[src/rtl/usb_lsc_pkg.sv]
package usb_lsc_pkg;

    typedef enum logic [1:0] {
        SYM_J   = 2'd0,
        SYM_K   = 2'd1,
        SYM_SE0 = 2'd2,
        SYM_SE1 = 2'd3
    } sym_e;

    typedef enum logic [1:0] {
        SPD_FS   = 2'd0,
        SPD_LS   = 2'd1,
        SPD_LSFP = 2'd2
    } spd_e;

    typedef enum logic [1:0] {
        CFG_AUTO = 2'd0,
        CFG_FS   = 2'd1,
        CFG_LS   = 2'd2,
        CFG_LSFP = 2'd3
    } cfg_e;

    typedef struct packed {
        logic dp;
        logic dm;
    } line_t;

    function automatic logic line_is_se0(line_t l);
        return !l.dp && !l.dm;
    endfunction

    function automatic logic line_is_diff(line_t l);
        return l.dp ^ l.dm;
    endfunction

    // Only plain low speed uses the inverted polarity.
    function automatic sym_e classify(line_t l, spd_e s);
        sym_e r;
        unique case ({l.dp, l.dm})
            2'b00:   r = SYM_SE0;
            2'b11:   r = SYM_SE1;
            2'b10:   r = (s == SPD_LS) ? SYM_K : SYM_J;
            default: r = (s == SPD_LS) ? SYM_J : SYM_K;
        endcase
        return r;
    endfunction

    function automatic spd_e base_speed(cfg_e c);
        spd_e r;
        unique case (c)
            CFG_LS:   r = SPD_LS;
            CFG_LSFP: r = SPD_LSFP;
            default:  r = SPD_FS;
        endcase
        return r;
    endfunction

    function automatic spd_e pick_speed(cfg_e c, line_t l);
        spd_e r;
        if (c == CFG_AUTO) r = l.dp ? SPD_FS : SPD_LS;
        else               r = base_speed(c);
        return r;
    endfunction

endpackage

[src/rtl/usb_lsc_sync.sv]
module usb_lsc_sync #(
    parameter int              WIDTH   = 2,
    parameter int              STAGES  = 2,
    parameter logic [WIDTH-1:0] RST_VAL = '0
) (
    input  logic             clk,
    input  logic             rst,
    input  logic [WIDTH-1:0] d,
    output logic [WIDTH-1:0] q
);
    logic [STAGES-1:0][WIDTH-1:0] stg;

    generate
        if (STAGES == 1) begin : g_single
            always_ff @(posedge clk) begin
                if (rst) stg <= RST_VAL;
                else     stg <= d;
            end
        end else begin : g_chain
            always_ff @(posedge clk) begin
                if (rst) stg <= {STAGES{RST_VAL}};
                else     stg <= {stg[STAGES-2:0], d};
            end
        end
    endgenerate

    assign q = stg[STAGES-1];
endmodule

[src/rtl/usb_lsc_se0_timer.sv]
module usb_lsc_se0_timer #(
    parameter int RST_CYC = 120,
    parameter int KA_CYC  = 58
) (
    input  logic clk,
    input  logic rst,
    input  logic se0,
    input  logic pkt,
    input  logic spd_is_ls,
    output logic rst_now,
    output logic rst_pulse,
    output logic ka_pulse
);
    localparam int SAT = RST_CYC + 1;
    localparam int CW  = $clog2(SAT + 1);

    logic [CW-1:0] cnt;
    logic          ended;
    logic          over_rst;
    logic          over_ka;
    logic          ka_now;

    assign ended    = !se0 && !pkt && (cnt != '0);
    assign over_rst = cnt > CW'(RST_CYC);
    assign over_ka  = cnt > CW'(KA_CYC);
    assign rst_now  = ended && over_rst;
    assign ka_now   = ended && !over_rst && over_ka && spd_is_ls;

    always_ff @(posedge clk) begin
        if (rst) begin
            cnt       <= '0;
            rst_pulse <= 1'b0;
            ka_pulse  <= 1'b0;
        end else begin
            if (se0 && !pkt) begin
                if (cnt != CW'(SAT)) cnt <= cnt + 1'b1;
            end else begin
                cnt <= '0;
            end
            rst_pulse <= rst_now;
            ka_pulse  <= ka_now;
        end
    end
endmodule

[src/rtl/usb_lsc_speed.sv]
module usb_lsc_speed
    import usb_lsc_pkg::*;
(
    input  logic  clk,
    input  logic  rst,
    input  line_t line,
    input  logic  pkt,
    input  logic  pre,
    input  cfg_e  cfg,
    input  logic  rst_now,
    output spd_e  spd_q,
    output spd_e  spd_nxt,
    output logic  idle_now
);
    logic prev_se0;

    assign idle_now = !pkt && line_is_diff(line) && prev_se0;

    always_comb begin
        spd_nxt = spd_q;
        if (rst_now)       spd_nxt = line_is_diff(line) ? pick_speed(cfg, line) : base_speed(cfg);
        else if (pre)      spd_nxt = SPD_LSFP;
        else if (idle_now) spd_nxt = pick_speed(cfg, line);
    end

    always_ff @(posedge clk) begin
        if (rst) begin
            spd_q    <= base_speed(cfg);
            prev_se0 <= 1'b1;
        end else begin
            spd_q    <= spd_nxt;
            prev_se0 <= line_is_se0(line);
        end
    end
endmodule

[src/rtl/usb_line_state.sv]
module usb_line_state
    import usb_lsc_pkg::*;
#(
    parameter int SYNC_STAGES = 2,
    parameter int RST_CYC     = 120,
    parameter int KA_CYC      = 58
) (
    input  logic       clk,
    input  logic       rst,
    input  logic       dp_i,
    input  logic       dm_i,
    input  logic [1:0] mode_cfg_i,
    input  logic       pkt_active_i,
    input  logic       pre_seen_i,
    output logic [1:0] sym_o,
    output logic [1:0] speed_o,
    output logic [1:0] last_sym_o,
    output logic       bus_reset_o,
    output logic       keep_alive_o
);
    logic [1:0] sync_q;
    line_t      line;
    spd_e       spd_q;
    spd_e       spd_nxt;
    logic       idle_now;
    logic       rst_now;
    sym_e       sym_d;
    sym_e       sym_q;
    sym_e       last_d;
    sym_e       last_q;

    // Reset value is SE0 so the first real idle sample triggers detection.
    usb_lsc_sync #(
        .WIDTH  (2),
        .STAGES (SYNC_STAGES),
        .RST_VAL(2'b00)
    ) u_sync (
        .clk(clk),
        .rst(rst),
        .d  ({dp_i, dm_i}),
        .q  (sync_q)
    );

    assign line = line_t'(sync_q);

    usb_lsc_se0_timer #(
        .RST_CYC(RST_CYC),
        .KA_CYC (KA_CYC)
    ) u_timer (
        .clk      (clk),
        .rst      (rst),
        .se0      (line_is_se0(line)),
        .pkt      (pkt_active_i),
        .spd_is_ls(spd_q == SPD_LS),
        .rst_now  (rst_now),
        .rst_pulse(bus_reset_o),
        .ka_pulse (keep_alive_o)
    );

    usb_lsc_speed u_speed (
        .clk     (clk),
        .rst     (rst),
        .line    (line),
        .pkt     (pkt_active_i),
        .pre     (pre_seen_i),
        .cfg     (cfg_e'(mode_cfg_i)),
        .rst_now (rst_now),
        .spd_q   (spd_q),
        .spd_nxt (spd_nxt),
        .idle_now(idle_now)
    );

    assign sym_d = classify(line, spd_nxt);

    always_comb begin
        last_d = last_q;
        if (sym_d == SYM_J || sym_d == SYM_K)          last_d = sym_d;
        else if (rst_now || idle_now || pre_seen_i)    last_d = SYM_J;
    end

    always_ff @(posedge clk) begin
        if (rst) begin
            sym_q  <= SYM_J;
            last_q <= SYM_J;
        end else begin
            sym_q  <= sym_d;
            last_q <= last_d;
        end
    end

    assign sym_o      = sym_q;
    assign last_sym_o = last_q;
    assign speed_o    = spd_q;
endmodule

[config.mk]
export PLATFORM = sky130hd
export DESIGN_NAME = usb_line_state
export DESIGN_NICKNAME = d
export VERILOG_FILES = /design/src/rtl/usb_lsc_pkg.sv /design/src/rtl/usb_lsc_sync.sv /design/src/rtl/usb_lsc_se0_timer.sv /design/src/rtl/usb_lsc_speed.sv /design/src/rtl/usb_line_state.sv
export SDC_FILE = /design/constraint.sdc
export NUM_CORES = 1
export LEC_CHECK = 0
export ABC_AREA = 1
export ABC_CLOCK_PERIOD_IN_PS = 2510
export BUFFER_PORTS_ARGS = -buffer_cell sky130_fd_sc_hd__buf_2
export CAP_MARGIN = 25
export CELL_PAD_IN_SITES_DETAIL_PLACEMENT = 1
export CELL_PAD_IN_SITES_GLOBAL_PLACEMENT = 1
export CORE_UTILIZATION = 40
export CTS_BUF_LIST = sky130_fd_sc_hd__clkbuf_2
export DETAILED_ROUTE_END_ITERATION = 8
export PLACE_DENSITY = 0.89
export SYNTH_ARGS = -nofsm -noshare
export SYNTH_HDL_FRONTEND = slang
export SYNTH_HIERARCHICAL = 1
export SYNTH_SLANG_ARGS = --single-unit
[constraint.sdc]
create_clock -name clk -period 2.51 [get_ports clk]
set_input_delay 0.1255 -clock clk [delete_from_list [all_inputs] [get_ports clk]]
set_output_delay 0.1255 -clock clk [all_outputs]
set_load 0.01 [all_outputs]
After elaboration in Yosys (flattened, before gate mapping)
Cells that the tools add are included.
Storage, ports and cells
  register bits after elaboration: 20
  word-level logic and storage cells: 59
Cells by class
  $add $sub $neg: 1
  magnitude comparators: 2
  eq/ne operators: 8
  mux-type cells: 13
  bitwise operators: 2
  reductions and logical operators: 24
Operators by type and width (number)
  2-bit two-way mux: 8
  1-bit logical AND: 10
  2-bit == test (second input constant): 4
  7-bit by 1-bit adder with 7-bit output (second input constant): 1
  7-bit by 6-bit greater-than comparator with 1-bit output (second input constant): 1
  7-bit greater-than comparator (second input constant): 1
  7-bit inequality test (second input constant): 1
  7-bit nonzero test: 1
  2-bit by 1-bit == test with 1-bit output (second input constant): 3
  2-bit logical NOT: 3
  2-bit one-hot mux with 3 select lines: 1
  1-bit logical NOT: 5
  2-bit one-hot mux with 2 select lines: 1
  1-bit logical OR: 3
  1-bit two-way mux: 3
  2-bit nonzero test: 1
  2-bit OR reduction: 1
  1-bit NOT: 1
  1-bit bitwise XOR: 1

Depth between registers and ports, before layout
Gate-level depths: netlist of the first run.
  depth after elaboration: 13
  gate-level depth with buffers: 16
  mapped depth without buffers: 15

Modules after synthesis
Netlist of the first run, hierarchy kept.
Modules (own cells, without submodules)
  usb_lsc_se0_timer: instances 1, cells each 69, area an instance 485.5 um2
  usb_lsc_speed: instances 1, cells each 34, area an instance 222.7 um2
  usb_line_state: instances 1, cells each 24, area an instance 181.4 um2
  usb_lsc_sync: instances 1, cells each 14, area an instance 125.1 um2

Worst setup path after synthesis of the first run
No wires, ideal clock.
  path kind: reg-to-reg
  start point: reg u_timer.cnt[0]
  end point: reg last_q[0], in the netlist last_sym_o[0]
  arrival time: 1.719 ns
  path slack: 0.678 ns
  stages on the path, launching flop included: 15
  buffers on the path: 0
  period minus slack after synthesis: 1.832 ns
  cells stage by stage: dfxtp_1 -> inv_1 -> ha_1 -> nand2_1 -> nand2_1 -> nor2_1 -> inv_2 -> nand2_2 -> a21boi_2 -> and3_1 -> nand2_1 -> nand2_1 -> nand2_1 -> nand3_1 -> nand2_1
On the way
  cells in the longest elaborated chain, start to end: 10
  elaborated cells on any way between the ends: 16
  those cells by class: order compare: 1; eq/ne: 2; mux: 5; reduce/logical: 8
RTL lines
  start, declared: line usb_lsc_se0_timer.sv:17  | logic [CW-1:0] cnt;
  start signal, assigned: line usb_lsc_se0_timer.sv:36  | if (cnt != CW'(SAT)) cnt <= cnt + 1'b1;
  parallel branches: the longest is 2 deep, another holds 7-bit greater-than comparator
  1-bit logical AND (*): line usb_lsc_se0_timer.sv:26  | assign rst_now = ended && over_rst;
  via rst_now: line usb_line_state.sv:26  | logic rst_now;
  2-bit two-way mux (*): line usb_lsc_speed.sv:21  | if (rst_now) spd_nxt = line_is_diff(line) ? pick_speed(cfg, line) : base_speed(cfg);
  via spd_nxt[0]: line usb_line_state.sv:24  | spd_e spd_nxt;
  2-bit by 1-bit == test with 1-bit output (*): line usb_lsc_pkg.sv:42, usb_lsc_pkg.sv:43
  1-bit two-way mux, on equally long branches: line usb_lsc_pkg.sv:43, usb_lsc_pkg.sv:42
  2-bit one-hot mux with 3 select lines (*): line usb_lsc_pkg.sv:39  | unique case ({l.dp, l.dm})
  2-bit by 1-bit == test with 1-bit output or 2-bit logical NOT (tied branches): line usb_line_state.sv:77  | if (sym_d == SYM_J || sym_d == SYM_K) last_d = sym_d;
  1-bit logical OR: line usb_line_state.sv:77
  2-bit two-way mux or 2-bit nonzero test (tied branches)
  end signal, assigned: line usb_line_state.sv:87  | last_q <= last_d;
  end, declared: line usb_line_state.sv:30  | sym_e last_q;
Mark *: on every way through the listed nets, which the timed path passes.
A chain may end at the register's enable or synchronous reset.

Worst setup path after layout of the first run
Ends and elaborated chain as after synthesis.

==> reports/metrics.yaml, run 1 <==
status: "finished clean"
grt_first_pass_wirelength_mm: 3.91
power_frac_seq_pct: 62.2
hold_class: "primary input to flop"
cts_setup_buffers: 0
min_path_cells: 3
synthCells: 141
p_sw_share_pct: 27.4
syn-cell-area_um2: 1010
synth_top_family_by_area: "simple AND/OR/NAND/NOR gates"
p_clk_share_pct: 24.8
final_nets: 174
die_area_um2: 2740
cts_resized: 0
crit_top_cell: "nand2_1"
r2r_end: "last_sym_o[0]"
tightest_slew_ps: 308
grt_start_max_net_pins: 16
critPathKind: "flop to flop"
cts_made_buffers: 3
num_io_pins: 16
crit_chain: "inv_1, ha_1, nand2_1, nand2_1, nor2_1, inv_2, nand2_2, a21boi_2, and3_1, nand2_1, nand2_1, nand2_1, nand3_1, nand2_1"
internal-power_uw: 390
arrival_ps: 2350
hold_ws_ps: 69.6
post-route-period-util_pct: 84.1
min_to: "u_speed/spd_q[0]"
yosys_register_bits: 20
rsz0062_at_grt: "no"
diodes: 0
p_switching_uw: 147
dp_hpwl_mm: 1.86
setup_violations: 0
synth_xor_area_share_pct: 1.73
clk_pin_slew_ps: 190
max_slew_margin_pct: 79.4
core_um2: 2300
final_antenna_net_count: 0
row_count: 17
clk_path_buf_depth: 2
num_vias: 886
yosys.area_share.simple_pct: 36.0
powerDensity_nw_per_um2: 468
yosys-mux-area-fraction_pct: 0
grt_pass1_vias: 945
crit_path_max_fanout: 5
grt_antenna_before_repair: 0
drv_slew: 0
finClkSkew_ps: 8.05
reg2reg_slack_ps: 400
die_w_um: 52.4
mostFrequentLayoutCell: "inv_1"
initialDrtViolationCount: 5
drc: 0
layout_common_cells: "inv_1, nand2_1, nor2_1"
ys_seq_area_share_pct: 39.5
finalCriticalPeriod_ps: 2110
start_util_pct: 44.2
htreeDepth: 1
drv_cap: 0
io_buffers: 15
finalWirelength_mm: 2.29
r2r_start: "u_timer/cnt[0]"
fmax_mhz: 474
place_congestion: 0.746
post_drt_wl_per_cell_um: 12.2
critPathMaxStageDelay_ps: 440
p_leak_uw: 0.000556
hold_violations: 0
rr_worst_depth: 14
synth_fp_nets: 154
ys_types: 24
clock_latency_ps: 310
die_h_um: 52.4
crit_path_top_delay_cell: "dfxtp_1"
min_from: "mode_cfg_i[1]"
grt.total_usage_pct: 19.3
cts_tree: "built"
synthAdderAreaFrac_pct: 6.17
avgSynthCellArea_um2: 7.20
dr.pass1.iters: 4
clkSinkCount: 20
syn_to_final_growth_pct: 13.2
cp-start-kind: "flop"
drive_above_1_share_pct: 19.4
synth_compound_area_share_pct: 4.81
crit_path_end_kind: "flop"
combPwrFrac_pct: 12.9
postCtsHoldBufs: 2
via_per_inst: 4.71
cts-root-buf: "clkbuf_2"
timing.setup.tns_ps: 0
crit_required_ps: 2750
ys.warnings.count: 6
grt-ovfl-total: 0
ir_drop_v: 0.000283
## per-layer routing
layer	share of wire, %	global-route usage [%]	up-vias
met2	50	35.9	12
met5	0	0	-
met4	0.35	6.58	0
met1	47	22.1	406
li1	-	-	466
met3	2.6	2.61	2
## cell type report
type / instances / area [µm²]
tap: 28 / 35.0
inverter: 28 / 105
sequential: 20 / 400
timing repair buffer: 17 / 95.1
clock inverter: 1 / 3.75
clock buffer: 3 / 15.0
fill: 310 / 1150
multi-input combinational: 91 / 494
## synthesized netlist by cell type (all sizes together)
master  count  area share [%]
a21boi      1             1.1
xnor2       1            0.86
o21ai       2            0.99
nand2      27              11
a21oi       4             2.0
inv        28              10
xor2        1            0.86
nor3        3             2.0
nand4       2             1.2
nor2       26              11
and3        1            0.62
buf         2             1.5
ha          5             6.2
nand3      15             8.9
or2         2             1.2
dfxtp      20              39
o21bai      1            0.74
## worst max path at each step
stage                         end  slack (ps)           start
floorplan           last_sym_o[0]         680  u_timer/cnt[0]
global placement    last_sym_o[0]         590  u_timer/cnt[0]
detailed placement  last_sym_o[0]         420  u_timer/cnt[0]
CTS                 last_sym_o[0]         390  u_timer/cnt[0]
global route        last_sym_o[0]         170  u_timer/cnt[0]
finish              last_sym_o[0]         400  u_timer/cnt[0]
## registers in the layout (all words and copies together), names as in the netlist
name,count
u_sync/q,2
u_timer/cnt,7
u_timer/ka_pulse,1
u_speed/spd_q,2
last_sym_o,2
u_speed/prev_se0,1
u_sync/stg,2
sym_o,2
u_timer/rst_pulse,1
## critical path: cells and delay by family (launching register included)
family	cells	cell delay, ps
compound gates	1	170
simple gates	10	1000
flops	1	440
buf+inv	2	230
fa+ha+maj	1	200
## through the flow
step	util, %	cell area (µm²)	setup slack, ps	total power (µW)	cells
after detailed placement	48.3	1110	418	407	182
after CTS	50.0	1150	387	544	188
after global routing	50.0	1150	172	565	188
after global placement	48.3	1110	587	403	182
final	50.0	1150	398	537	188
after floorplan	-	1010	678	383	141
## logic make-up after synthesis
logic type      Yosys count
fa+ha+maj                 5
buf+inv                  30
compound gates            8
xor+xnor                  2
flops                    20
simple gates             76
## power groups by stage
stage,sequential (µW),clock (µW),combinational (µW)
final,334,133,69.5
after detailed placement,341,0,66.4
after CTS,335,140,69.7
after floorplan,341,0,41.6
after global placement,340,0,63.2
after global routing,336,150,79.4
Power figures use the tool's default switching activity.
==> run 2: changes to the inputs <==
--- a/config.mk
+++ b/config.mk
@@ -5,16 +5,16 @@
 export SDC_FILE = /design/constraint.sdc
 export NUM_CORES = 1
 export LEC_CHECK = 0
-export ABC_AREA = 1
-export ABC_CLOCK_PERIOD_IN_PS = 2510
+export ABC_AREA = 0
+export ABC_CLOCK_PERIOD_IN_PS = 1900
 export BUFFER_PORTS_ARGS = -buffer_cell sky130_fd_sc_hd__buf_2
 export CAP_MARGIN = 25
 export CELL_PAD_IN_SITES_DETAIL_PLACEMENT = 1
 export CELL_PAD_IN_SITES_GLOBAL_PLACEMENT = 1
-export CORE_UTILIZATION = 40
+export CORE_UTILIZATION = 39
 export CTS_BUF_LIST = sky130_fd_sc_hd__clkbuf_2
 export DETAILED_ROUTE_END_ITERATION = 8
-export PLACE_DENSITY = 0.89
+export PLACE_DENSITY = 0.87
 export SYNTH_ARGS = -nofsm -noshare
 export SYNTH_HDL_FRONTEND = slang
 export SYNTH_HIERARCHICAL = 1
==> constraint.sdc (replaced) <==
create_clock -name clk -period 1.9 [get_ports clk]
set_input_delay 0.095 -clock clk [delete_from_list [all_inputs] [get_ports clk]]
set_output_delay 0.095 -clock clk [all_outputs]
set_load 0.01 [all_outputs]
==> run 2 against run 1 <==
- the flow now finishes with violations (negative setup slack)
- core utilization is 8.4 points higher
- routed wire length increased by 15%
- die area decreased by 3.7%
- flip-flop and latch count unchanged
- sequential power is 32% higher
- hold slack better by 37 ps
- combinational power grew 76%
- critical path type unchanged
- largest cell class unchanged
- highest routed layer unchanged
==> reports/metrics.yaml, run 2 <==
finalWirelength_mm: 2.64
clk_path_buf_depth: 2
die_h_um: 51.4
grt_antenna_before_repair: 0
fin_util_pct: 58.4
arrival_ps: 2330
yosys.area.top_type: "dfxtp_1"
p_sw_share_pct: 27.0
p_leak_uw: 0.000557
synth_fp_nets: 114
min_to: "last_sym_o[1]"
ys.warnings.count: 6
ys_types: 35
io_buffers: 15
yosys_register_bits: 20
syn_to_final_growth_pct: 38.6
drv_slew: 0
fin_total_pwr_uw: 738
place_inst: 155
start_util_pct: 42.2
internal-power_uw: 539
violations: "negative setup slack"
largest_register_ffs: 7
drive_above_1_share_pct: 48.2
fin_ws_ps: -155
clk_pin_slew_ps: 180
syn-cell-area_um2: 951
max_slew_margin_pct: 80.0
drv_cap: 0
initialDrtViolationCount: 3
cts_made_buffers: 3
final_nets: 153
fin_cells: 167
fillerInstances: 284
tightest_slew_ps: 300
min_path_cells: 3
crit_chain: "inv_2, ha_4, inv_1, o21ai_2, nor3_4, nor2_4, nor2_1, a211o_2, nand4bb_1, o31ai_4, a32o_1"
power_frac_seq_pct: 59.9
synthTopCellsByArea: "dfxtp_1, ha_1, nor2b_1"
powerDensity_nw_per_um2: 560
synth_common_cells: "dfxtp_1, inv_1, nor2b_1"
num_io_pins: 16
cts_tree: "built"
synthCells: 101
crit_path_end_kind: "flop"
fmax_mhz: 487
crit_path_max_fanout: 4
p_switching_uw: 199
synth_ff_type: "dfxtp_1"
grt_start_max_net_pins: 15
hold_violations: 0
critPathMaxStageDelay_ps: 370
p_clk_share_pct: 23.6
drc: 0
rr_worst_depth: 11
synth_edf_count: 0
grt_first_pass_wirelength_mm: 4.04
num_vias: 882
die_w_um: 51.4
htreeDepth: 1
synth_top_area_share_pct: 42.1
critPathKind: "flop to flop"
cts-root-buf: "clkbuf_2"
crit_path_top_delay_cell: "dfxtp_2"
mostFrequentLayoutCell: "buf_4"
diodes: 0
setup_violations: 2
grt_pass1_vias: 935
async_reset_ff_share_pct: 0
core_um2: 2250
yosysMostFrequentCell: "dfxtp_1"
final_antenna_net_count: 0
cp-start-kind: "flop"
status: "finished with violations"
combPwrFrac_pct: 16.6
ir_drop_v: 0.000432
hold_class: "primary input to flop"
layout_common_cells: "buf_4, buf_2, dfxtp_1"
reg2reg_slack_ps: -160
multiInputGateArea_um2: 573
post-route-period-util_pct: 108
ys_seq_area_share_pct: 42.1
rsz0062_at_grt: "yes"
finalCriticalPeriod_ps: 2060
dr.pass1.iters: 4
crit_required_ps: 2180
seq_area_um2: 408
grt-ovfl-total: 0
post_drt_wl_per_cell_um: 15.8
r2r_end: "last_sym_o[0]"
r2r_start: "u_timer/cnt[0]"
via_per_inst: 5.28
place_congestion: 0.809
row_count: 17
clkSinkCount: 20
finClkSkew_ps: 3.19
die_area_um2: 2640
avgSynthCellArea_um2: 9.41
dp_hpwl_mm: 1.85
min_from: "pre_seen_i"
grt.total_usage_pct: 21.5
clock_latency_ps: 320
regMostFlops: "u_timer/cnt"
## run 2: worst max path at each step
stage | startpoint | to | slack, ps
finish | u_timer/cnt[0] | last_sym_o[0] | -160
global route | u_timer/cnt[0] | last_sym_o[0] | -210
global placement | u_timer/cnt[1] | last_sym_o[0] | 10
CTS | u_timer/cnt[1] | last_sym_o[0] | -70
floorplan | u_timer/cnt[0] | last_sym_o[0] | 0.9
detailed placement | u_timer/cnt[1] | last_sym_o[0] | -140
## run 2: critical path, delay by kind of cell, from the launching register on
| kind | cells | cell delay [ps] |
|---|---|---|
| AO/OA/AOI/OAI | 4 | 750 |
| adder cells (fa/ha/maj) | 1 | 150 |
| buffers and inverters | 2 | 150 |
| flip-flops | 1 | 370 |
| AND/OR/NAND/NOR | 4 | 590 |
## run 2: cell families after synthesis
group / Yosys count / synth area share [%]
buffers and inverters: 12 / 6.05
flip-flops: 20 / 42.1
AND/OR/NAND/NOR: 43 / 28.3
AO/OA/AOI/OAI: 17 / 13.2
multiplexers: 1 / 1.05
adder cells (fa/ha/maj): 5 / 6.58
XOR/XNOR: 3 / 2.76
## run 2: per-stage QoR
stage | setup slack [ps] | hold WS [ps] | cell area, µm² | setup TNS, ps
floorplan | 0.906 | 159 | 1000 | 0
finish | -155 | 107 | 1320 | -185
detailed placement | -141 | 314 | 1190 | -141
global placement | 10.4 | 311 | 1190 | 0
global route | -208 | 84.4 | 1320 | -280
CTS | -69.8 | 90.6 | 1280 | -69.8
## run 2: cell type report
type | count | share of cell area [%]
Sequential cell | 20 | 31.0
Tap cell | 28 | 2.66
Inverter | 8 | 2.28
Multi-Input combinational cell | 69 | 43.5
Clock buffer | 3 | 1.14
Clock inverter | 1 | 0.285
Timing Repair Buffer | 38 | 19.2
## run 2: routing by layer
| metal | up-vias | global-route usage, % | wire length (µm) |
|---|---|---|---|
| li1 | 427 | - | - |
| met1 | 430 | 20.3 | 1010 |
| met2 | 19 | 43.1 | 1490 |
| met3 | 6 | 5.65 | 90 |
| met4 | 0 | 8.11 | 42 |
| met5 | - | 0 | 0 |
## run 2: what timing repair did
item | in CTS | in global routing
gates resized for setup | 5 | 3
endpoints found under the setup margin | 2 | 3
endpoints found under the hold margin | 2 | 0
hold buffers | 2 | 0
pin swaps | 4 | 1
cloned | 0 | 0
buffers inserted | 4 | 2
## run 2: power groups by stage
stage / Sequential (µW) / Clock (µW) / Combinational (µW)
floorplan: 452 / 0 / 54.9
global placement: 450 / 0 / 93.3
detailed placement: 450 / 0 / 98.5
CTS: 442 / 180 / 109
global route: 444 / 199 / 133
finish: 442 / 174 / 122
